## src/rtl/rtt_pkg.sv

```systemverilog
package rtt_pkg;
  typedef enum logic [1:0] {
    OFS_MODE   = 2'd0,
    OFS_ALARM  = 2'd1,
    OFS_VALUE  = 2'd2,
    OFS_STATUS = 2'd3
  } rtt_ofs_e;

  localparam int unsigned BUS_W       = 32;
  localparam int unsigned BIT_ALM_EN  = 16;
  localparam int unsigned BIT_STEP_EN = 17;
  localparam int unsigned BIT_RESTART = 18;
  localparam int unsigned BIT_ALM_F   = 0;
  localparam int unsigned BIT_STEP_F  = 1;
endpackage

```

## src/rtl/rtt_tick_sync.sv

```systemverilog
module rtt_tick_sync #(
  parameter int unsigned STAGES = 2
) (
  input  logic clk,
  input  logic rst_n,
  input  logic async_i,
  output logic tick_o
);
  logic [STAGES:0] chain_q;

  always_ff @(posedge clk) begin
    if (!rst_n) chain_q <= '0;
    else        chain_q <= {chain_q[STAGES-1:0], async_i};
  end

  assign tick_o = chain_q[STAGES-1] & ~chain_q[STAGES];

  p_single_tick_r10: assert property (@(posedge clk) disable iff (!rst_n)
    tick_o |=> !tick_o);
endmodule

```

## src/rtl/rtt_prescaler.sv

```systemverilog
module rtt_prescaler #(
  parameter int unsigned PW = 16
) (
  input  logic          clk,
  input  logic          rst_n,
  input  logic          tick_i,
  input  logic          restart_i,
  input  logic [PW-1:0] div_i,
  output logic          wrap_o
);
  logic [PW-1:0] phase_q;
  logic [PW-1:0] last_phase;

  // div_i == 0 gives all ones here, i.e. a divide by 2^PW
  assign last_phase = div_i - PW'(1);
  assign wrap_o     = tick_i && !restart_i && (phase_q == last_phase);

  always_ff @(posedge clk) begin
    if (!rst_n || restart_i) phase_q <= '0;
    else if (tick_i)         phase_q <= wrap_o ? '0 : phase_q + PW'(1);
  end

  p_wrap_resets_phase_r3: assert property (@(posedge clk) disable iff (!rst_n)
    wrap_o |=> phase_q == '0);
  p_restart_phase_r5: assert property (@(posedge clk) disable iff (!rst_n)
    restart_i |=> phase_q == '0);
  p_idle_holds_r3: assert property (@(posedge clk) disable iff (!rst_n)
    !tick_i && !restart_i |=> $stable(phase_q));
endmodule

```

## src/rtl/rtt_count_alarm.sv

```systemverilog
module rtt_count_alarm #(
  parameter int unsigned CW = 32
) (
  input  logic          clk,
  input  logic          rst_n,
  input  logic          step_i,
  input  logic          restart_i,
  input  logic [CW-1:0] alarm_i,
  output logic [CW-1:0] count_o,
  output logic          match_o
);
  logic [CW-1:0] count_q;
  logic [CW-1:0] count_nxt;

  assign count_nxt = count_q + CW'(1);
  assign match_o   = step_i && !restart_i && (count_nxt == alarm_i);
  assign count_o   = count_q;

  always_ff @(posedge clk) begin
    if (!rst_n || restart_i) count_q <= '0;
    else if (step_i)         count_q <= count_nxt;
  end

  p_step_plus_one_r3: assert property (@(posedge clk) disable iff (!rst_n)
    step_i && !restart_i |=> count_q == $past(count_q) + CW'(1));
  p_restart_zero_r5: assert property (@(posedge clk) disable iff (!rst_n)
    restart_i |=> count_q == '0);
  p_no_step_hold_r4: assert property (@(posedge clk) disable iff (!rst_n)
    !step_i && !restart_i |=> $stable(count_q));
endmodule

```

## src/rtl/rtt_timer.sv

```systemverilog
module rtt_timer
  import rtt_pkg::*;
#(
  parameter int unsigned PRESC_W = 16,
  parameter int unsigned CNT_W   = 32
) (
  input  logic        clk,
  input  logic        rst_n,
  input  logic        slow_clk_i,
  input  logic        bus_sel_i,
  input  logic        bus_wr_i,
  input  logic [1:0]  bus_addr_i,
  input  logic [31:0] bus_wdata_i,
  output logic [31:0] bus_rdata_o,
  output logic        irq_o
);
  localparam logic [PRESC_W-1:0] PRESC_RST = PRESC_W'(1) << (PRESC_W - 1);

  logic [PRESC_W-1:0] presc_q;
  logic               alm_en_q, step_en_q;
  logic [CNT_W-1:0]   alarm_q;
  logic               alm_flag_q, step_flag_q;
  logic               slow_tick, step, match;
  logic [CNT_W-1:0]   count;
  logic               wr_mode, wr_alarm, rd_status, restart;
  logic [BUS_W-1:0]   mode_word, rd_mux;
  logic               unused_wdata;

  assign wr_mode   = bus_sel_i && bus_wr_i && (bus_addr_i == OFS_MODE);
  assign wr_alarm  = bus_sel_i && bus_wr_i && (bus_addr_i == OFS_ALARM);
  assign rd_status = bus_sel_i && !bus_wr_i && (bus_addr_i == OFS_STATUS);
  assign restart   = wr_mode && bus_wdata_i[BIT_RESTART];
  assign unused_wdata = ^bus_wdata_i;

  rtt_tick_sync #(.STAGES(2)) u_sync (
    .clk(clk), .rst_n(rst_n), .async_i(slow_clk_i), .tick_o(slow_tick)
  );

  rtt_prescaler #(.PW(PRESC_W)) u_presc (
    .clk(clk), .rst_n(rst_n), .tick_i(slow_tick), .restart_i(restart),
    .div_i(presc_q), .wrap_o(step)
  );

  rtt_count_alarm #(.CW(CNT_W)) u_cnt (
    .clk(clk), .rst_n(rst_n), .step_i(step), .restart_i(restart),
    .alarm_i(alarm_q), .count_o(count), .match_o(match)
  );

  always_ff @(posedge clk) begin
    if (!rst_n) begin
      presc_q   <= PRESC_RST;
      alm_en_q  <= 1'b0;
      step_en_q <= 1'b0;
      alarm_q   <= '1;
    end else begin
      if (wr_mode) begin
        presc_q   <= bus_wdata_i[PRESC_W-1:0];
        alm_en_q  <= bus_wdata_i[BIT_ALM_EN];
        step_en_q <= bus_wdata_i[BIT_STEP_EN];
      end
      if (wr_alarm) alarm_q <= bus_wdata_i[CNT_W-1:0];
    end
  end

  // a new event in the cycle of a status read wins over the clear
  always_ff @(posedge clk) begin
    if (!rst_n) begin
      alm_flag_q  <= 1'b0;
      step_flag_q <= 1'b0;
    end else begin
      alm_flag_q  <= match | (alm_flag_q  & ~rd_status);
      step_flag_q <= step  | (step_flag_q & ~rd_status);
    end
  end

  always_comb begin
    mode_word = '0;
    mode_word[PRESC_W-1:0]  = presc_q;
    mode_word[BIT_ALM_EN]   = alm_en_q;
    mode_word[BIT_STEP_EN]  = step_en_q;
    unique case (bus_addr_i)
      OFS_MODE:  rd_mux = mode_word;
      OFS_ALARM: rd_mux = BUS_W'(alarm_q);
      OFS_VALUE: rd_mux = BUS_W'(count);
      default: begin
        rd_mux = '0;
        rd_mux[BIT_ALM_F]  = alm_flag_q;
        rd_mux[BIT_STEP_F] = step_flag_q;
      end
    endcase
  end

  always_ff @(posedge clk) begin
    if (!rst_n)                      bus_rdata_o <= '0;
    else if (bus_sel_i && !bus_wr_i) bus_rdata_o <= rd_mux;
  end

  assign irq_o = (alm_flag_q & alm_en_q) | (step_flag_q & step_en_q);

  p_alarm_at_match_r7: assert property (@(posedge clk) disable iff (!rst_n)
    $rose(alm_flag_q) && $stable(alarm_q) |-> count == alarm_q);
  p_step_sets_flag_r6: assert property (@(posedge clk) disable iff (!rst_n)
    $changed(count) && count != '0 |-> step_flag_q);
  p_flag_sticky_r8: assert property (@(posedge clk) disable iff (!rst_n)
    step_flag_q && !rd_status |=> step_flag_q);
  p_read_clears_r8: assert property (@(posedge clk) disable iff (!rst_n)
    rd_status && !match |=> !alm_flag_q);
  p_irq_quiet_r9: assert property (@(posedge clk) disable iff (!rst_n)
    !alm_flag_q && !step_flag_q |-> !irq_o);
endmodule

```

## config.mk

```make
export PLATFORM = sky130hd
export DESIGN_NAME = rtt_timer
export DESIGN_NICKNAME = d
export VERILOG_FILES = /design/src/rtl/rtt_pkg.sv /design/src/rtl/rtt_tick_sync.sv /design/src/rtl/rtt_prescaler.sv /design/src/rtl/rtt_count_alarm.sv /design/src/rtl/rtt_timer.sv
export SDC_FILE = /design/constraint.sdc
export NUM_CORES = 1
export LEC_CHECK = 0
export CAP_MARGIN = 20
export CORE_UTILIZATION = 52
export DETAILED_ROUTE_END_ITERATION = 8
export GPL_ROUTABILITY_DRIVEN = 0
export HOLD_SLACK_MARGIN = 0.06
export PLACE_DENSITY = 0.76
export SKIP_LAST_GASP = 1
export SLEW_MARGIN = 30
export SYNTH_ARGS = -nofsm -noshare
export SYNTH_HDL_FRONTEND = slang
export SYNTH_SLANG_ARGS = --single-unit
```

## constraint.sdc

```tcl
create_clock -name clk -period 3.35 [get_ports clk]
set_clock_uncertainty 0.2 [all_clocks]
set_input_delay 0.8375 -clock clk [delete_from_list [all_inputs] [get_ports clk]]
set_output_delay 0.8375 -clock clk [all_outputs]
set_load 0.005 [all_outputs]
```

After elaboration in Yosys (flattened, before gate mapping)
Index checks and enable logic that the tools add are counted.
{ "totals": {"register_bits": 135, "inputBits": 39, "out_inout_bits": 33, "wordCells": 45} }
{ "classes": {"n_addsub": 3, "eq_ne": 5, "muxes": 2, "bitwise_logic": 10, "reduce_logical": 15} }
{ "ops": {"columns": ["op", "count"], "rows": [
  ["case mux 32 bit (3 select lines)", 1],
  ["adder 32 x 1 -> 32 bit (second input constant)", 1],
  ["equality test 32 bit", 1],
  ["adder 16 x 1 -> 16 bit (second input constant)", 1],
  ["equality test 16 bit", 1],
  ["two-way mux 16 bit", 1],
  ["subtractor 16 x 1 -> 16 bit (second input constant)", 1],
  ["logical AND 1 bit", 10],
  ["AND 1 bit", 5],
  ["equality test 2 bit (second input constant)", 2],
  ["zero test 1 bit", 3],
  ["bitwise OR 1 bit", 3],
  ["equality test 2 x 1 -> 1 bit (second input constant)", 1],
  ["zero test 2 bit", 1],
  ["NOT 1 bit", 2],
  ["logical OR 1 bit", 1]
]} }

Logic depth before layout (Yosys ltp)
{ "logic_depth": {"depth_word": 9, "depth_mapped": 11} }

By module
Synthesis repeated with hierarchy kept, for this count alone.
{ "hier_totals": {"cells_unflattened": 877, "area_unflattened_um2": 7390.8} }
{ "by_module_without_submodules": {"columns": ["module", "n_inst", "cells_per_inst", "area_each_um2", "seq_area_each_um2"], "rows": [
  ["rtt_timer", 1, 386, 3430.8, 1681.6],
  ["rtt_count_alarm", 1, 323, 2523.7, 640.6],
  ["rtt_prescaler", 1, 161, 1343.8, 320.3],
  ["rtt_tick_sync", 1, 7, 92.6, 60.1]
]} }

Least setup slack after synthesis
Ideal clock, no wire load.
{ "synth_timing": {"kind": "reg2reg", "start": "register presc_q[0]", "end": "register u_presc.phase_q[10]", "setup_time_ns": 0.132, "arrival_time_ns": 2.911, "required_ns": 3.018, "slack_ns": 0.107, "path_stages_with_launch": 12, "synth_period_minus_slack_ns": 3.243, "path_cell_list": "dfxtp_1 > inv_1 > ha_1 > or4b_4 > or3_1 > a211o_1 > a221oi_2 > nand4_2 > clkbuf_2 > nor2_1 > buf_2 > nor3_1"} }
{ "synth_between": {"elab_chain_cells": 4} }
{ "synth_lines": {"columns": ["element", "line", "source"], "rows": [
  ["start: declaration", "rtt_timer.sv:19", "logic [PRESC_W-1:0] presc_q;"],
  ["start signal: assignment", "rtt_timer.sv:57", "presc_q <= bus_wdata_i[PRESC_W-1:0];"],
  ["subtractor 16 x 1 -> 16 bit", "rtt_prescaler.sv:15", "assign last_phase = div_i - PW'(1);"],
  ["equality test 16 bit", "rtt_prescaler.sv:16", "assign wrap_o = tick_i && !restart_i && (phase_q == last_phase);"],
  ["logical AND 1 bit", "rtt_prescaler.sv:16", null],
  ["two-way mux 16 bit", "rtt_prescaler.sv:20", "else if (tick_i) phase_q <= wrap_o ? '0 : phase_q + PW'(1);"],
  ["end signal: assignment", "rtt_prescaler.sv:20", null],
  ["end: declaration", "rtt_prescaler.sv:11", "logic [PW-1:0] phase_q;"]
]} }
Every way passes these cells.
A chain may end at the register's enable or synchronous reset.

Worst setup path in the final report
{ "layout_timing": {"start": "register presc_q[0]", "end": "register u_cnt.count_q[10], in the netlist u_cnt.count_o[10]"} }
{ "layout_between": {"elab_chain_cells": 3} }
{ "layout_lines": {"columns": ["element", "line", "source"], "rows": [
  ["subtractor 16 x 1 -> 16 bit", "rtt_prescaler.sv:15", null],
  ["equality test 16 bit", "rtt_prescaler.sv:16", null],
  ["logical AND 1 bit", "rtt_prescaler.sv:16", null],
  ["end signal: assignment", "rtt_count_alarm.sv:21", "else if (step_i) count_q <= count_nxt;"],
  ["end: declaration", "rtt_count_alarm.sv:12", "logic [CW-1:0] count_q;"]
]} }
Every way passes these cells.

==> summary.txt <==
status - finished, final reports clean
critical path capture point type - flip-flop
Syn Nets - 985
total core area - 14000 um^2
min Tclk post-route - 3330 ps
synthesized cell area - 7550 um^2
number of global-route vias before repair - 6808
drc violations - 0
dominant cell type by area after synthesis - dfxtp_1
dpl hpwl - 16.0 mm
nets@finish - 1059
TritonCTS clock tree - yes
Ys Warns - 0
Synth Area in Simple Gates - 27.9%
initial antenna violation count - 0
total number of vias - 7632
port bufs - 71
placed insts - 1173
most common cell in the synthesized netlist - nand2_1
largest family of logic cells by synthesized area - simple AND/OR/NAND/NOR gates
drt wl/cell - 19.3 um
Initial DRC Count - 958
DIE HEIGHT - 123 um
Yosys top cell area share - 35.8%
worst skew pair latency - 440 ps
Critical Path Fanout Max - 7
clock buffer depth - 2
Comb power frac - 11.0%
Die Area - 15000 um^2
Adder-Cell Fraction of Synth Area - 0.497%
syn_area_per_cell - 8.01 um^2
Initial Utilization - 53.8%
share of cells above drive strength 1 - 14.0%
cell count after synthesis - 943
slew margin rel. - 54.3%
post-route ant nets - 0
Internal - 3.00 mW
critical path type - reg -> reg
Clock Tree Root - clkbuf_16
Slew Viols, Final - 0
Worst-Margin Slew - 683 ps
smallest hold slack - 233 ps
P per Cell Area - 426 nW/um^2
Hold Startpoint - u_sync.chain_q[0]$_SDFF_PN0_
synth unique cells - 61
complex-gate fraction of the synthesized area - 19.2%
CTS sink count - 135
area of the multi-input gates - 4670 um^2
Worst setup SP type - flip-flop
drt first pass iters - 5
area delta synth->final - 26.4%
Period Utilization, post-route - 99.4%
depth of the CTS H-tree - 4
XOR/XNOR Fraction of Synth Area - 9.05%
FFs w/ async S/R, synth - 0%
top post-synthesis cells by area - dfxtp_1 (36%), nand2_1 (8.5%), xnor2_1 (5.5%), nand3_1 (4.6%), o211a_1 (4.2%)
Max Cap Violations - 0
io pins - 72
global route overflow - 0
post-synthesis mux area share - 2.78%
EDFF count, synth - 0
Vias per Instance - 6.31
Non-Filler Instances - 1210
CTS clk-pin slew, worst paths - 70 ps
Antenna diodes - 0
leakage power - 3.76 nW
Main synth FF type - dfxtp_1
Total GRT Usage - 31.6%
first-pass GRT wire length - 36.6 mm
Layout fillers - 1119
Max Freq - 300 MHz
Yosys reg bits - 135
total power - 4.07 mW
NetSw - 1.07 mW
Post-synth top cells - nand2_1 (171), dfxtp_1 (135), nand3_1 (70), clkbuf_1 (68), xnor2_1 (47)
Post-CTS Hold Buffers - 0
RSZ-0062 raised after global routing - true
clock network fraction of design power - 47.5%
final setup vio count - 0
switching portion of total power - 26.3%
critical path arrival - 3500 ps
die width - 123 um
worst hold path type - reg -> reg
Critical R2R Launch - presc_q[0]$_SDFFE_PN0P_
placement row count - 43
Worst Setup SP - presc_q[0]$_SDFFE_PN0P_
final hold violations - 0
pin count of the biggest net entering global routing - 62
Routed WL - 23.4 mm
Peak supply drop - 0.352 mV
WP data required - 3520 ps
register area - 2710 um^2
Sequential Power Share - 41.5%
register area share after synthesis - 35.8%
CTS Buf Count - 17
[power groups by stage]
stage,Sequential [mW],Combinational (mW),Clock (mW)
3_3_place_gp,1.72,0.419,0
5_1_grt,1.69,0.482,2.01
2_1_floorplan,1.72,0.239,0
6_report,1.69,0.447,1.93
3_5_place_dp,1.72,0.425,0
4_1_cts,1.69,0.429,1.94
[logic make-up after synthesis]
group / Yosys count
DFF: 135
and+or+nand+nor: 418
muxes: 21
xor gates and xnor gates: 78
AOI/OAI and AO/OA: 195
buffers and inverters: 93
adders and majority gates: 3
[metal layers]
layer | share of wire (%) | global-route usage [%] | routed length [um]
met5 | 0 | 0 | 0
met4 | 2.5 | 11.3 | 574
met3 | 9.9 | 5.39 | 2310
met2 | 43 | 45.2 | 10100
met1 | 44 | 47.1 | 10400
[stage by stage]
step                      util (%)  worst slack (ps)  setup TNS (ps)  area [um^2]
after floorplan                  -               107               0         7550
after detailed placement      61.9             -72.5            -504         8690
final                         68.0              20.4               0         9550
after CTS                     66.2              13.4               0         9300
after global routing          68.0             -71.0            -457         9550
after global placement        61.9              70.9               0         8690
[flip-flops by register name (all words and copies together), names as in the netlist, 3 cells and up]
| signal | cells |
|---|---|
| alarm_q | 32 |
| bus_rdata_o | 32 |
| u_cnt.count_o | 32 |
| presc_q | 16 |
| u_presc.phase_q | 16 |
| u_sync.chain_q | 3 |
[final cells by class]
cell class | count | share of cell area (%)
clock buffer | 18 | 4.60
clock inverter | 14 | 1.72
inverter | 12 | 0.472
multi-input combinational | 715 | 48.9
sequential | 135 | 28.3
tap | 180 | 2.36
timing repair buffer | 136 | 13.6
[worst max-delay path: stages (launching register included)]
cell	delay [ps]
dfxtp_1	320
inv_2	80
ha_4	130
or4b_4	490
or3_4	350
a211o_1	280
a221oi_4	310
nand4_4	240
buf_12	210
or4_4	480
a21oi_2	170
[final timing paths]
check	end	slack, ps	cells after the start
setup / recovery	u_cnt.count_o[10]$_SDFFE_PP0N_	20	10
hold / removal	u_sync.chain_q[1]$_SDFF_PN0_	230	1
setup reg to reg	u_cnt.count_o[10]$_SDFFE_PP0N_	20	10
hold reg to reg	u_sync.chain_q[1]$_SDFF_PN0_	230	1
[timing repair]
item,4_1_cts,5_1_grt
setup endpoints to repair,0,40
buffers inserted,0,1
resized for setup,0,37
[layout by cell type, fill, tap and decap left out, types with 6 or more instances in the layout]
master / count
a22oi_1: 14
xnor2_1: 46
xor2_1: 31
nor2_1: 23
a21oi_2: 11
a21oi_1: 28
and3_1: 11
o31ai_1: 30
or4_1: 16
clkdlybuf4s50_1: 70
inv_1: 10
dfxtp_1: 133
o21ai_0: 10
nand4_1: 18
o211ai_1: 18
nor4_1: 7
or3_1: 11
a21boi_0: 17
o211a_1: 32
nor3_1: 28
inv_6: 6
nand2b_1: 9
nand2_1: 171
mux2i_1: 21
buf_4: 57
or4_4: 13
clkbuf_16: 20
and2_1: 7
nand3_1: 70
and4_1: 10
Power figures use the tool's default switching activity.
